==> src/rtl/tmrgpio_pkg.sv <==
package tmrgpio_pkg;
    localparam int unsigned ADDR_W = 2;
    localparam logic [ADDR_W-1:0] A_LATCH = 2'd0;
    localparam logic [ADDR_W-1:0] A_DIR   = 2'd1;
    localparam logic [ADDR_W-1:0] A_PINS  = 2'd2;
endpackage

==> src/rtl/tmrgpio_sync.sv <==
module tmrgpio_sync #(
    parameter int unsigned WIDTH  = 8,
    parameter int unsigned STAGES = 2
) (
    input  logic             clk,
    input  logic             rst_n,
    input  logic [WIDTH-1:0] din,
    output logic [WIDTH-1:0] dout
);
    logic [STAGES-1:0][WIDTH-1:0] sh_d, sh_q;

    always_comb begin
        sh_d    = sh_q;
        sh_d[0] = din;
        for (int k = 1; k < STAGES; k++) begin
            sh_d[k] = sh_q[k-1];
        end
    end

    always_ff @(posedge clk or negedge rst_n) begin
        if (!rst_n) sh_q <= '0;
        else        sh_q <= sh_d;
    end

    assign dout = sh_q[STAGES-1];
endmodule

==> src/rtl/tmrgpio_regs.sv <==
module tmrgpio_regs
    import tmrgpio_pkg::*;
#(
    parameter int unsigned WIDTH = 8
) (
    input  logic              clk,
    input  logic              rst_n,
    input  logic              we,
    input  logic [ADDR_W-1:0] addr,
    input  logic [WIDTH-1:0]  wdata,
    output logic [WIDTH-1:0]  dir,
    output logic [WIDTH-1:0]  latch
);
    typedef struct packed {
        logic [WIDTH-1:0] dir;
        logic [WIDTH-1:0] latch;
    } regs_t;

    regs_t st_d, st_q;

    always_comb begin
        st_d = st_q;
        if (we) begin
            case (addr)
                A_DIR:   st_d.dir   = wdata;
                A_LATCH: st_d.latch = wdata;
                default: ;
            endcase
        end
    end

    always_ff @(posedge clk or negedge rst_n) begin
        if (!rst_n) st_q <= '0;
        else        st_q <= st_d;
    end

    assign dir   = st_q.dir;
    assign latch = st_q.latch;


    rst_clear_chk: assert property (@(posedge clk) $rose(rst_n) |-> (st_q == '0));

    dir_hold_chk: assert property (@(posedge clk) disable iff (!rst_n)
        !(we && addr == A_DIR) |=> $stable(st_q.dir));

    latch_load_chk: assert property (@(posedge clk) disable iff (!rst_n)
        (we && addr == A_LATCH) |=> (st_q.latch == $past(wdata)));

    latch_hold_chk: assert property (@(posedge clk) disable iff (!rst_n)
        !(we && addr == A_LATCH) |=> $stable(st_q.latch));
endmodule

==> src/rtl/tmrgpio_pinmux.sv <==
module tmrgpio_pinmux #(
    parameter int unsigned WIDTH = 8
) (
    input  logic [WIDTH-1:0] dir,
    input  logic [WIDTH-1:0] latch,
    input  logic [WIDTH-1:0] oc_en,
    input  logic [WIDTH-1:0] oc_lvl,
    input  logic [WIDTH-1:0] pin_sync,
    output logic [WIDTH-1:0] pad_oe,
    output logic [WIDTH-1:0] pad_out,
    output logic [WIDTH-1:0] view
);
    for (genvar i = 0; i < WIDTH; i++) begin : g_pin
        logic sw_out;
        assign sw_out     = dir[i] & ~oc_en[i];
        assign pad_oe[i]  = oc_en[i] | dir[i];
        assign pad_out[i] = oc_en[i] ? oc_lvl[i] : latch[i];
        assign view[i]    = sw_out ? latch[i] : pin_sync[i];
    end
endmodule

==> src/rtl/tmrgpio_port.sv <==
module tmrgpio_port
    import tmrgpio_pkg::*;
#(
    parameter int unsigned WIDTH       = 8,
    parameter int unsigned SYNC_STAGES = 2
) (
    input  logic              clk,
    input  logic              rst_n,
    input  logic              bus_we,
    input  logic [ADDR_W-1:0] bus_addr,
    input  logic [WIDTH-1:0]  bus_wdata,
    output logic [WIDTH-1:0]  bus_rdata,
    input  logic [WIDTH-1:0]  oc_en,
    input  logic [WIDTH-1:0]  oc_lvl,
    output logic [WIDTH-1:0]  cap_level,
    input  logic [WIDTH-1:0]  pad_in,
    output logic [WIDTH-1:0]  pad_out,
    output logic [WIDTH-1:0]  pad_oe
);
    logic [WIDTH-1:0] dir, latch, pin_sync, view;

    tmrgpio_regs #(.WIDTH(WIDTH)) u_regs (
        .clk(clk), .rst_n(rst_n), .we(bus_we), .addr(bus_addr),
        .wdata(bus_wdata), .dir(dir), .latch(latch)
    );

    tmrgpio_sync #(.WIDTH(WIDTH), .STAGES(SYNC_STAGES)) u_sync (
        .clk(clk), .rst_n(rst_n), .din(pad_in), .dout(pin_sync)
    );

    tmrgpio_pinmux #(.WIDTH(WIDTH)) u_mux (
        .dir(dir), .latch(latch), .oc_en(oc_en), .oc_lvl(oc_lvl),
        .pin_sync(pin_sync), .pad_oe(pad_oe), .pad_out(pad_out), .view(view)
    );

    assign cap_level = pin_sync;

    always_comb begin
        case (bus_addr)
            A_LATCH: bus_rdata = view;
            A_DIR:   bus_rdata = dir;
            A_PINS:  bus_rdata = pin_sync;
            default: bus_rdata = '0;
        endcase
    end


    oc_drive_chk: assert property (@(posedge clk) disable iff (!rst_n)
        ((pad_oe & oc_en) == oc_en) && (((pad_out ^ oc_lvl) & oc_en) == '0));


    oe_release_chk: assert property (@(posedge clk) disable iff (!rst_n)
        ((pad_oe & ~oc_en) == (dir & ~oc_en)));

    if (SYNC_STAGES == 2) begin : g_lat_chk
        logic [1:0] warm_d, warm_q;
        always_comb warm_d = (warm_q == 2'd2) ? warm_q : warm_q + 2'd1;
        always_ff @(posedge clk or negedge rst_n) begin
            if (!rst_n) warm_q <= '0;
            else        warm_q <= warm_d;
        end

        cap_delay_chk: assert property (@(posedge clk) disable iff (!rst_n)
            (warm_q == 2'd2) |-> (cap_level == $past(pad_in, 2)));
    end
endmodule

==> config.mk <==
export PLATFORM = sky130hd
export DESIGN_NAME = tmrgpio_port
export DESIGN_NICKNAME = d
export VERILOG_FILES = /design/src/rtl/tmrgpio_pkg.sv /design/src/rtl/tmrgpio_sync.sv /design/src/rtl/tmrgpio_regs.sv /design/src/rtl/tmrgpio_pinmux.sv /design/src/rtl/tmrgpio_port.sv
export SDC_FILE = /design/constraint.sdc
export NUM_CORES = 1
export LEC_CHECK = 0
export BUFFER_PORTS_ARGS = -buffer_cell sky130_fd_sc_hd__buf_2
export CELL_PAD_IN_SITES_DETAIL_PLACEMENT = 0
export CELL_PAD_IN_SITES_GLOBAL_PLACEMENT = 1
export CORE_MARGIN = 2
export CORE_UTILIZATION = 30
export CTS_CLUSTER_SIZE = 8
export DETAILED_ROUTE_END_ITERATION = 10
export PLACE_DENSITY_LB_ADDON = 0.1
export SYNTH_ARGS = -nofsm -noshare
export SYNTH_HDL_FRONTEND = slang
export SYNTH_SLANG_ARGS = --single-unit
export TNS_END_PERCENT = 100
==> constraint.sdc <==
create_clock -name clk -period 0.8 [get_ports clk]
set_clock_uncertainty 0.1 [all_clocks]
set_input_delay 0.08 -clock clk [delete_from_list [all_inputs] [get_ports clk]]
set_output_delay 0.08 -clock clk [all_outputs]
set_load 0.005 [all_outputs]
### Word level (Yosys, flattened, before mapping)

Index checks and enable logic that the tools add are counted.

| cells by class | value |
|---|---|
| multiplexer cells | 17 |
| reductions and logical operators | 3 |
| bitwise operators | 24 |
| equal/unequal tests | 2 |

Operators by type and width:

| kind | number |
|---|---|
| 8-bit one-hot mux with 3 select lines | 1 |
| 1-bit 2-to-1 mux | 16 |
| 1-bit bitwise AND | 8 |
| 1-bit inverter | 8 |
| 1-bit OR | 8 |
| 2-bit AND reduction | 2 |
| 2-bit by 1-bit == test with 1-bit output, second input constant | 1 |
| 2-bit == test, second input constant | 1 |
| 2-bit logical NOT | 1 |

| word-level totals | value |
|---|---|
| bits of input ports | 37 |
| logic and storage cells | 50 |
| output and inout port bits | 32 |
| bits in registers | 32 |

### Longest topological paths before layout

Gate-level depths: netlist of run 1.

| logic depth | value |
|---|---|
| depth in word-level cells | 4 |
| gate-level depth with buffers | 4 |
| depth with buffers taken out | 3 |

### Modules after synthesis

Synthesis of run 1 repeated with hierarchy kept, for this count alone.

| unflattened totals | value |
|---|---|
| cell total of the unflattened synthesis | 102 |
| area total of the unflattened synthesis | 1571.5 sq um |

Modules (own cells, without submodules):

| module | area an instance (sq um) | seq. area each (sq um) | cells each | instances |
|---|---|---|---|---|
| tmrgpio_regs | 610.6 | 400.4 | 34 | 1 |
| tmrgpio_sync | 400.4 | 400.4 | 16 | 1 |
| tmrgpio_pinmux | 362.8 | 0.0 | 32 | 1 |
| tmrgpio_port | 197.7 | 0.0 | 20 | 1 |

### Worst setup path before layout of run 1

Ideal clock, no wire load.

| path | value |
|---|---|
| path kind | in2reg |
| from | in bus_addr[1] |
| to | reg u_regs.st_q (netlist bit u_regs.latch[0]) |
| cell stages on the path | 3 |
| buffers on the path | 1 |
| data required time | 0.575 ns |
| arrival time | 0.938 ns |
| library setup time | 0.125 ns |
| path slack | -0.363 ns |
| path through | buf_2 nor3b_4 mux2_2 |

| between the ends | value |
|---|---|
| cells in the longest elaborated chain, start to end | 2 |

Ends and longest elaborated chain:

| element | line | text |
|---|---|---|
| start: declaration | tmrgpio_port.sv:10 | `input logic [ADDR_W-1:0] bus_addr,` |
| 2-bit logical NOT | tmrgpio_regs.sv:24 | `case (addr)` |
| 2-bit AND reduction (no source line) | -- |  |
| end signal: assignment | tmrgpio_regs.sv:34 | `else st_q <= st_d;` |
| end: declaration | tmrgpio_regs.sv:19 | `regs_t st_d, st_q;` |

Every way passes these cells.
A chain may end at the register's enable or synchronous reset.

### Final worst setup path of run 1

| path | value |
|---|---|
| from | reg u_regs.st_q (netlist bit u_regs.dir[7]) |
| to | out bus_rdata[7] |

| between the ends | value |
|---|---|
| cells in the longest elaborated chain, start to end | 3 |

Ends and longest elaborated chain:

| element | line | text |
|---|---|---|
| 1-bit bitwise AND | tmrgpio_pinmux.sv:15 | `assign sw_out = dir[i] & ~oc_en[i];` |
| 1-bit 2-to-1 mux | tmrgpio_pinmux.sv:18 | `assign view[i] = sw_out ? latch[i] : pin_sync[i];` |
| 8-bit one-hot mux with 3 select lines (*) | tmrgpio_port.sv:39 | `case (bus_addr)` |
| end: declaration | tmrgpio_port.sv:12 | `output logic [WIDTH-1:0] bus_rdata,` |

Every way passes the cells marked *; elsewhere a longest branch is shown, timed or not.

==> impl_results.md, run 1 <==
- Failing checks: negative hold slack, negative setup slack
- Main synth FF type: dfrtp_1
- Worst setup EP type: primary output
- Synth cell count leaders: dfrtp_1, nor2b_1, o21ai_0
- Via/cell ratio: 4.51
- Avg Inst Size Synth: 12.1 µm²
- Post-synth EDFFs: 0
- Cts bufs inserted: 5
- Post-Layout Inst Area: 0.00251 mm²
- Final cell count without fillers: 274
- Max-slew violation count: 0
- Power density over the cells: 1810 mW/mm²
- CTS tree: done
- Skew-Pair Late Insertion Delay: 0.27 ns
- Max clock buf depth: 2
- Antenna violations before repair: 0
- Synth Register Bits: 32
- Initial DRC Count: 33
- Final hold vios: 16
- Largest net degree at the start of global routing: 33
- Die W: 72.6 µm
- First-pass GRT wire length: 5750 µm
- Slew HR: 88.1%
- CP arrival: 1.17 ns
- Dpl cells: 247
- Critical path class: reg2out
- Syn nets: 154
- Final ANT Viol Nets: 0
- Clock root cell: clkbuf_8
- Async SR Flop Fraction: 100%
- Drt drc: 0
- Final setup viols: 48
- Die Y: 72.6 µm
- H-tree depth: 2
- Vias in the first global route: 1319
- Site Rows: 24
- Fmax: 740 MHz
- Core ar.: 0.00444 mm²
- Yosys top cell area share: 56.7%
- Worst hold path class: in2reg
- Initial core utilization: 31.8%
- N_diodes: 0
- Worst hold slack: -0.0471 ns
- Final min period: 1.35 ns
- CP Max Fanout: 3
- VDD IR max: 980 µV
- Synth Cell Area: 0.00141 mm²
- P_leak: 1.28 nW
- DR vias: 1237
- Die area: 0.00527 mm²
- Cell taking the most area after synthesis: dfrtp_1
- Sequential fraction of the synthesis area: 56.7%
- Buffers on Ports: 68
- Slew @ Worst Pin: 0.179 ns
- Fin crit share: 169%
- Worst Path Required: 0.62 ns
- Hold Buf Count CTS: 9
- I/O pin total: 69
- Yosys warnings: 0
- Placed Area: 0.00201 mm²
- 1st-pass router iterations: 4
- Final nets: 259
- Max-Cap Viols: 0
- Final worst slack: -0.551 ns
- Unrepaired setup endpoints after global routing: true
- Synth unique cells: 12
- CTS Sinks: 32
- Outcome: finished with violations
- Mapped Cells: 117
- Total GRT Usage: 14.6%
- Detailed Place HPWL: 2490 µm
- Placer congestion estimate: 0.695
- Clk slew on worst S/H paths: 0.06 ns
- Drt total wl: 3590 µm
- Share of cells above drive strength 1: 65.8%
- Cell with the most instances after synthesis: dfrtp_1
- Synthesis-to-layout area growth: 77.8%
- Most area-consuming cells after synthesis: dfrtp_1, nor2b_1, mux2_2, o21ai_0, a21o_1
- Gr ovfl total: 0
- Startpoint types: flip-flop
- WL/cell: 13.1 µm
## cells in the final DEF (no fill, tap or decap)
cell and instances:
nor2b_4 21, buf_4 11, o21ai_1 12, buf_6 21
o21ai_0 2, buf_12 2, dfrtp_1 32, nand3b_1 1
buf_2 58, nor2b_1 3, mux2_2 4, mux2_4 12
o21ai_2 2, or2_4 8, nand2b_1 8, clkinv_2 1
clkbuf_1 1, dlygate4sd3_1 9, a21o_1 8, clkbuf_8 5
nor3b_4 1
## cells by family after synthesis
kind of cell	synth area share, %
muxes	12.8
AOI/OAI and AO/OA	9.93
buffers and inverters	0.975
DFF	56.7
and+or+nand+nor	19.6
## metal layers
layer  GRT usage, %  share of wire, %  vias up  wire length [µm]
li1               -                 -      602                 -
met1           17.4                41      584              1490
met2           24.1                52       45              1870
met3           5.66               5.2        6               185
met4           4.73               1.2        0                44
met5              0                 0        -                 0
## flip-flops by register name, indices dropped and copies added, names as in the netlist
signal,flops
u_regs.dir,8
u_regs.latch,8
u_sync.dout,8
u_sync.sh_d,8
## area by class of cell
type	count	area [µm²]
fill	402	1930
tap	52	65.1
multi-input combinational	82	827
clock inverter	1	5.00
sequential	32	801
clock buffer	6	72.6
timing repair buffer	101	739
## power by group
part | switching, mW | internal, mW
clock network | 0.526 | 0.590
registers | 0.122 | 1.82
logic | 0.458 | 1.03
total | 1.11 | 3.44
## metrics by stage
stage	util [%]	TNS [ns]	worst slack [ns]	total power [mW]
global placement	45.2	-8.62	-0.337	2.91
global route	56.5	-17.21	-0.627	4.83
floorplan	-	-5.53	-0.337	2.47
detailed placement	45.2	-8.95	-0.349	2.93
CTS	53.3	-14.82	-0.589	4.40
finish	56.5	-14.97	-0.551	4.54
## critical path: stages (launching register included)
cell	delay, ns
dfrtp_1	0.40
nor2b_4	0.14
nor2b_4	0.11
o21ai_1	0.12
buf_2	0.12
## repair_timing
action                                  CTS  global route
buffers inserted                          7             5
gates cloned                              0             0
resized for setup                        32            33
endpoints found under the setup margin   48            48
hold endpoints to repair                 56            16
pin swaps                                 9             6
## path summary, 6_finish.rpt
path,startpoint,endpoint,slack [ns],cells past startpoint
max,u_regs.dir[7],bus_rdata[7],-0.55,4
min,bus_wdata[7],u_regs.dir[7],-0.05,2
max reg2reg,u_regs.dir[0],u_regs.dir[0],-0.27,3
max in group asynchronous,rst_n,u_sync.sh_d[11],0.23,3
min in group asynchronous,rst_n,u_sync.dout[2],0.19,3
min reg2reg,u_sync.sh_d[8],u_sync.dout[0],0.25,0
No activity file was read; power rests on OpenSTA's default activity.
==> inputs of run 2 (changes only) <==
- ABC_AREA: unset -> 1
- CORE_UTILIZATION: 30 -> 29
==> run 2 against run 1 <==
  * The run still ends with negative hold slack, negative setup slack left
  * Cell count rose by 28%
  * Wire length rose by 7.5%
  * Combinational power fell by 22%
  * Worst hold slack improved by 0.015 ns
  * Clock-buffer cell count rose by 1
  * Total power fell by 2.7%
  * Flip-flop and latch count did not move
  * Critical path depth fell by 2
  * First-iteration DRC count fell by 52%
==> impl_results.md, run 2 <==
- Synthesis-to-layout area growth: 71.0% (was 77.8%)
- Yosys top cell area share: 55.5% (was 56.7%)
- Fill cell count: 484 (was 402)
- Multi-input gate area: 606 µm² (was 827 µm²)
- Avg Inst Size Synth: 8.34 µm² (was 12.1 µm²)
- WHS Path Cells: 3 (was 2)
- Power density over the cells: 1790 mW/mm² (was 1810 mW/mm²)
- Site Rows: 25 (was 24)
- Die area: 0.00555 mm² (was 0.00527 mm²)
- Setup tns final: -11.38 ns (was -14.97 ns)
- Final setup viols: 42 (was 48)
- P_sw: 1.16 mW (was 1.11 mW)
- Synth unique cells: 14 (was 12)
- Max-slew violation count: 0 (unchanged)
- CTS Sinks: 32 (unchanged)
- Placement Setup Slack: -0.145 ns (was -0.349 ns)
- Most area-consuming cells after synthesis: dfrtp_1, nand2_1, nand3_1, inv_1, or2_2 (was dfrtp_1, nor2b_1, mux2_2, o21ai_0, a21o_1)
- Max-Cap Viols: 0 (unchanged)
- Post-synth EDFFs: 0 (unchanged)
- Worst path top cell family by delay: flip-flops (unchanged)
- Clock root cell: clkbuf_8 (unchanged)
- Critical path class: reg2out (unchanged)
- Commonest cells after routing, fill and taps aside: nand2_1, buf_2, dfrtp_1, nand3_1, buf_6 (was buf_2, dfrtp_1, nor2b_4, buf_6)
- Slowest stage cell, crit path: dfrtp_1 (unchanged)
- Initial core utilization: 30.3% (was 31.8%)
- CTS tree: done (unchanged)
- Worst Path Required: 0.62 ns (about the same)
- Mapped Cells: 173 (was 117)
- P_leak: 1.35 nW (was 1.28 nW)
- Drt drc: 0 (unchanged)
- Hold Buf Count CTS: 15 (was 9)
- Main synth FF type: dfrtp_1 (unchanged)
- Final Power: 4.42 mW (was 4.54 mW)
- Register Area: 801 µm² (unchanged)
- Final nets: 320 (was 259)
- Final ANT Viol Nets: 0 (unchanged)
- Cell taking the most area after synthesis: dfrtp_1 (unchanged)
- Async SR Flop Fraction: 100% (unchanged)
- Die Y: 74.5 µm (was 72.6 µm)
- Reg2reg end: u_regs.dir[7] (was u_regs.dir[0])
- Detailed Place HPWL: 2600 µm (was 2490 µm)
- Worst-path cell chain: or2_4 -> buf_6 (was nor2b_4 -> nor2b_4 -> o21ai_1 -> buf_2)
- Cell with the most instances after synthesis: nand2_1 (was dfrtp_1)
- R2R Setup Slk: -0.17 ns (was -0.27 ns)
- Startpoint types: flip-flop (unchanged)
- Sequential fraction of the synthesis area: 55.5% (was 56.7%)
- N_diodes: 0 (unchanged)
- Reg2reg path depth: 4 (was 3)
- Dpl cells: 327 (was 247)
- Post-Layout Inst Area: 0.00247 mm² (was 0.00251 mm²)
- Synth cell count leaders: nand2_1, dfrtp_1, nand3_1 (was dfrtp_1, nor2b_1, o21ai_0)
- Initial DRC Count: 16 (was 33)
- Yosys warnings: 0 (unchanged)
- Hold worst-path end: u_regs.dir[6] (was u_regs.dir[7])
- Worst hold path class: in2reg (unchanged)
- Commonest non-fill, non-tap cell in the layout: nand2_1 (was buf_2)
- Largest net degree at the start of global routing: 33 (unchanged)
- Share of cells above drive strength 1: 45.9% (was 65.8%)
- Unrepaired setup endpoints after global routing: true (unchanged)
- Vias in the first global route: 1298 (was 1319)
- Synth Register Bits: 32 (unchanged)
- Drt total wl: 3860 µm (was 3590 µm)
- Failing checks: negative hold slack, negative setup slack (unchanged)
- Fmax: 809 MHz (was 740 MHz)
- Clk pwr share: 30.2% (was 24.6%)
- Fin crit share: 154% (was 169%)
- Gr ovfl total: 0 (unchanged)
- Min-delay src: bus_wdata[6] (was bus_wdata[7])
- Buffers on Ports: 68 (unchanged)
- CP Max Fanout: 4 (was 3)
- First-pass GRT wire length: 5860 µm (was 5750 µm)
- Switching share of power: 26.2% (was 24.4%)
- Int Pwr: 3.26 mW (was 3.44 mW)
- Via/cell ratio: 4.16 (was 4.51)
- H-tree depth: 2 (unchanged)
- Buf/Inv on CP: 1 (unchanged)
- Syn nets: 210 (was 154)
- Skew-Pair Late Insertion Delay: 0.28 ns (was 0.27 ns)
- Die W: 74.5 µm (was 72.6 µm)
- RR Startpoint: u_regs.dir[7] (was u_regs.dir[0])
- Placed Area: 0.00207 mm² (was 0.00201 mm²)
- Antenna violations before repair: 0 (unchanged)
- CP arrival: 1.06 ns (was 1.17 ns)
- Final cell count without fillers: 350 (was 274)
- Final hold vios: 4 (was 16)
- Comb pwr share: 26.3% (was 32.8%)
- I/O pin total: 69 (unchanged)
- Power share of the sequential group: 43.5% (was 42.6%)
- VDD IR max: 1040 µV (was 980 µV)
- Worst hold slack: -0.0319 ns (was -0.0471 ns)
- DR vias: 1457 (was 1237)
- Layout Utilization: 51.9% (was 56.5%)
- Slowest stage delay, CP: 0.42 ns (was 0.40 ns)
- Clk slew on worst S/H paths: 0.06 ns (about the same)
- WL/cell: 11.0 µm (was 13.1 µm)
- Slew HR: 83.0% (was 88.1%)
- 1st-pass router iterations: 4 (unchanged)
- Cts bufs inserted: 5 (unchanged)
- Total GRT Usage: 14.4% (was 14.6%)
- Max clock buf depth: 2 (unchanged)
- Core ar.: 0.00475 mm² (was 0.00444 mm²)
- Final min period: 1.24 ns (was 1.35 ns)
- Worst setup EP type: primary output (unchanged)
- Slew @ Worst Pin: 0.254 ns (was 0.179 ns)
- Final worst slack: -0.436 ns (was -0.551 ns)
- Placer congestion estimate: 0.797 (was 0.695)
- Outcome: finished with violations (unchanged)
- Synth Cell Area: 0.00144 mm² (was 0.00141 mm²)
[run 2: changes by cell type after synthesis, sizes merged, moves of 2 or more]
| cell | previous run | this run |
|---|---|---|
| nand2 | 0 | 75 |
| inv | 0 | 16 |
| nand3 | 0 | 32 |
| o21ai | 16 | 5 |
| nand2b | 8 | 0 |
| buf | 2 | 4 |
| a21o | 8 | 0 |
| nor2b | 24 | 0 |
| mux2 | 16 | 0 |
[run 2: power by group through the flow]
stage                     sequential [mW]  combinational [mW]  clock [mW]
after floorplan                      1.91               0.403           0
after global placement               1.94               0.923           0
after detailed placement             1.94               0.925           0
after CTS                            1.91                1.07        1.40
after global routing                 1.95                1.29        1.44
final                                1.92                1.16        1.33
[run 2: timing repair]
item | 4_1_cts | 5_1_grt
setup buffers | 6 | 5
pin swaps | 17 | 15
endpoints found under the setup margin | 41 | 45
resized for setup | 12 | 23
gates cloned | 0 | 0
endpoints found under the hold margin | 56 | 3
[run 2: worst max path at each step]
stage	startpoint	end	slack, ns	cells after the start
finish	u_regs.dir[1]	pad_oe[1]	-0.44	2
detailed placement	bus_addr[1]	bus_rdata[0]	-0.15	7
CTS	u_regs.dir[5]	pad_oe[5]	-0.45	2
global route	u_regs.latch[1]	bus_rdata[1]	-0.51	5
global placement	u_regs.dir[5]	bus_rdata[5]	-0.15	5
floorplan	u_regs.dir[0]	pad_oe[0]	-0.004	1
[run 2: cell families (layout without fill, tap and decap cells)]
logic type,count (synthesis),count (layout),synth area share [%]
compound gates,5,5,2.25
buf+inv,20,130,6.85
flops,32,32,55.5
simple gates,116,116,35.4
[run 2: cell type report]
cell class,instances,share of cell area [%]
Clock buffer,7,3.90
Timing Repair Buffer,107,33.3
Inverter,16,2.43
Multi-Input combinational cell,121,24.5
Tap cell,67,3.40
Sequential cell,32,32.5
[run 2: worst register-to-register path: stages, from the launching register on]
cell and delay [ns]:
dfrtp_1 0.41, buf_4 0.14, buf_4 0.12, nand2_1 0.05
nand2_1 0.04
[run 2: routing by layer]
layer | vias up | part of all wire [%] | GRT usage, %
met2 | 44 | 47 | 23.0
met3 | 6 | 5.3 | 4.47
met1 | 646 | 46 | 18.3
met5 | - | 0 | 0
li1 | 761 | - | -
met4 | 0 | 1.2 | 5.36
==> inputs of run 3 (changes only) <==
- CORE_UTILIZATION: 29 -> 30
- PLACE_DENSITY: unset -> 0.74
- PLACE_DENSITY_LB_ADDON: 0.1 -> unset
- SYNTH_HIERARCHICAL: unset -> 1
==> run 3 against run 2 <==
  * The run still ends with negative hold slack, negative setup slack left
  * Clock power shrank 6%
  * Worst hold slack better by 0.0015 ns
  * Cell count grew 8.3%
  * Critical path depth grew 3
  * First-iteration DRC count grew to 3.4 times the previous value
  * Critical endpoint is now bus_rdata[1]
  * Register-to-register slack improved by 0.04 ns
  * Clock-buffer cell count grew 1
  * Wire length up 9.0%
==> impl_results.md, run 3 <==
- Outcome: finished with violations (unchanged)
- Failing checks: negative hold slack, negative setup slack (unchanged)
- Synth Register Bits: 32 (unchanged)
- Hold Buf Count CTS: 12 (was 15)
- Clock root cell: clkbuf_8 (unchanged)
- VDD IR max: 918 µV (was 1040 µV)
- I/O pin total: 69 (unchanged)
- Int Pwr: 3.20 mW (was 3.26 mW)
- Initial core utilization: 31.0% (was 30.3%)
- Final worst slack: -0.492 ns (was -0.436 ns)
- Power share of the sequential group: 43.7% (was 43.5%)
- Startpoint types: flip-flop (unchanged)
- CTS Sinks: 32 (unchanged)
- Syn nets: 233 (was 210)
- Fill cell count: 520 (was 484)
- Placed Area: 0.00215 mm² (was 0.00207 mm²)
- Final setup viols: 44 (was 42)
- R2R Setup Slk: -0.13 ns (was -0.17 ns)
- Post-Layout Inst Area: 0.00255 mm² (was 0.00247 mm²)
- Dpl cells: 352 (was 327)
- Reg2reg path depth: 4 (unchanged)
- Slowest stage cell, crit path: dfrtp_1 (unchanged)
- Max-Cap Viols: 0 (unchanged)
- Placer congestion estimate: 0.748 (was 0.797)
- Main synth FF type: dfrtp_1 (unchanged)
- Final Power: 4.44 mW (was 4.42 mW)
- First-pass GRT wire length: 7070 µm (was 5860 µm)
- 1st-pass router iterations: 4 (unchanged)
- Largest net degree at the start of global routing: 33 (unchanged)
- Gr ovfl total: 0 (unchanged)
- Core ar.: 0.00511 mm² (was 0.00475 mm²)
- Site Rows: 26 (was 25)
- Sequential fraction of the synthesis area: 50.6% (was 55.5%)
- Via/cell ratio: 4.35 (was 4.16)
- WHS Path Cells: 3 (unchanged)
- Cts bufs inserted: 5 (unchanged)
- Final min period: 1.29 ns (was 1.24 ns)
- Slowest stage delay, CP: 0.42 ns (about the same)
- Initial DRC Count: 54 (was 16)
- Comb pwr share: 28.1% (was 26.3%)
- Final nets: 345 (was 320)
- Worst-path cell chain: nand3_1 -> nand2_1 -> nand2_1 -> nand3_1 -> buf_2 (was or2_4 -> buf_6)
- Buffers on Ports: 68 (unchanged)
- Synthesis-to-layout area growth: 60.7% (was 71.0%)
- Hold worst-path end: u_regs/latch[5] (was u_regs.dir[6])
- Switching share of power: 27.9% (was 26.2%)
- Min-delay src: bus_wdata[5] (was bus_wdata[6])
- Die W: 76.7 µm (was 74.5 µm)
- Post-synth EDFFs: 0 (unchanged)
- Antenna violations before repair: 0 (unchanged)
- Total GRT Usage: 14.9% (was 14.4%)
- Fmax: 774 MHz (was 809 MHz)
- Die Y: 76.7 µm (was 74.5 µm)
- Yosys top cell area share: 50.6% (was 55.5%)
- CP arrival: 1.11 ns (was 1.06 ns)
- Mapped Cells: 196 (was 173)
- Worst setup EP type: primary output (unchanged)
- CP Max Fanout: 5 (was 4)
- P_leak: 1.37 nW (was 1.35 nW)
- Cell taking the most area after synthesis: dfrtp_1 (unchanged)
- Avg Inst Size Synth: 8.08 µm² (was 8.34 µm²)
- Final ANT Viol Nets: 0 (unchanged)
- Drt drc: 0 (unchanged)
- Most area-consuming cells after synthesis: dfrtp_1, nand2_1, nand3_1, nand4_1, or2_1 (was dfrtp_1, nand2_1, nand3_1, inv_1, or2_2)
- Max-slew violation count: 0 (unchanged)
- Final cell count without fillers: 379 (was 350)
- Critical path class: reg2out (unchanged)
- Synth cell count leaders: nand2_1, nand3_1, dfrtp_1 (was nand2_1, dfrtp_1, nand3_1)
- Skew-Pair Late Insertion Delay: 0.28 ns (about the same)
- Synth Cell Area: 0.00158 mm² (was 0.00144 mm²)
- Clk pwr share: 28.2% (was 30.2%)
- Power density over the cells: 1750 mW/mm² (was 1790 mW/mm²)
- Slew @ Worst Pin: 0.248 ns (was 0.254 ns)
- Slew HR: 83.4% (was 83.0%)
- Detailed Place HPWL: 2970 µm (was 2600 µm)
- WL/cell: 11.1 µm (was 11.0 µm)
- Final hold vios: 10 (was 4)
- Reg2reg end: u_regs/latch[1] (was u_regs.dir[7])
- Synth unique cells: 14 (unchanged)
- Cell with the most instances after synthesis: nand2_1 (unchanged)
- Yosys warnings: 6 (was 0)
- Worst hold slack: -0.0304 ns (was -0.0319 ns)
- DR vias: 1648 (was 1457)
- RR Startpoint: u_regs/latch[1] (was u_regs.dir[7])
- Clk slew on worst S/H paths: 0.06 ns (about the same)
- Async SR Flop Fraction: 100% (unchanged)
- Max clock buf depth: 2 (unchanged)
- Unrepaired setup endpoints after global routing: true (unchanged)
- Drt total wl: 4200 µm (was 3860 µm)
- H-tree depth: 2 (unchanged)
- Share of cells above drive strength 1: 46.3% (was 45.9%)
- Worst hold path class: in2reg (unchanged)
- P_sw: 1.24 mW (was 1.16 mW)
- Worst Path Required: 0.62 ns (about the same)
- Die area: 0.00588 mm² (was 0.00555 mm²)
- Fin crit share: 162% (was 154%)
- CTS tree: done (unchanged)
- Commonest cells after routing, fill and taps aside: nand2_1, buf_2, nand3_1, dfrtp_1, nand2_2 (was nand2_1, buf_2, dfrtp_1, nand3_1, buf_6)
- Vias in the first global route: 1605 (was 1298)
- N_diodes: 0 (unchanged)
-- run 3: cell type report --
cell class              instances  area, µm²  area share (%)
repair buffers                110        769            30.2
clock buffers                   8       90.1            3.54
multi-input cells             148        753            29.6
inverters                      11       43.8            1.72
well taps                      70       87.6            3.44
flip-flops and latches         32        802            31.5
-- run 3: cells by family after synthesis --
family                 count (synthesis)  share of synthesized area (%)
buffers and inverters                 16                           5.85
DFF                                   32                           50.6
and+or+nand+nor                      148                           43.6
-- run 3: worst max path at each step --
stage | startpoint | to | slack, ns | cells after the start
finish | u_regs/dir[1] | bus_rdata[1] | -0.49 | 5
global route | u_regs/dir[1] | bus_rdata[1] | -0.60 | 6
CTS | u_regs/dir[0] | bus_rdata[0] | -0.51 | 6
detailed placement | bus_addr[0] | u_regs/latch[1] | -0.23 | 6
global placement | bus_addr[0] | u_regs/latch[2] | -0.23 | 6
floorplan | u_regs/dir[0] | bus_rdata[0] | -0.03 | 5
-- run 3: worst max-delay path, delay by kind of cell, from the launching register on --
| family | cells | cell delay [ns] |
|---|---|---|
| simple gates | 4 | 0.28 |
| flops | 1 | 0.42 |
| buf+inv | 1 | 0.13 |
-- run 3: power groups by stage --
| stage | clock, mW | sequential (mW) | combinational (mW) |
|---|---|---|---|
| after global placement | 0 | 1.95 | 0.943 |
| after CTS | 1.29 | 1.94 | 1.12 |
| after floorplan | 0 | 1.93 | 0.426 |
| after detailed placement | 0 | 1.95 | 0.946 |
| final | 1.25 | 1.94 | 1.25 |
| after global routing | 1.35 | 1.96 | 1.40 |
-- run 3: layer usage --
layer / part of all wire, % / vias up / global-route usage (%) / wire length, µm
met3: 5.4 / 5 / 3.06 / 226
met4: 1.4 / 0 / 6.00 / 57
met2: 49 / 49 / 25.4 / 2040
met5: 0 / - / 0 / 0
met1: 45 / 731 / 18.5 / 1880
li1: - / 863 / - / -
-- run 3: stage by stage --
step	util (%)	setup TNS [ns]	setup slack, ns
after floorplan	-	-0.224	-0.0280
after global placement	42.1	-5.63	-0.225
after detailed placement	42.1	-5.67	-0.234
after CTS	48.0	-12.53	-0.511
after global routing	49.9	-14.70	-0.604
final	49.9	-12.60	-0.492
-- run 3: repair_timing --
action / 4_1_cts / 5_1_grt
buffers inserted: 3 / 10
hold endpoints to repair: 56 / 8
pin swaps: 9 / 9
setup endpoints to repair: 42 / 45
gates resized for setup: 22 / 23
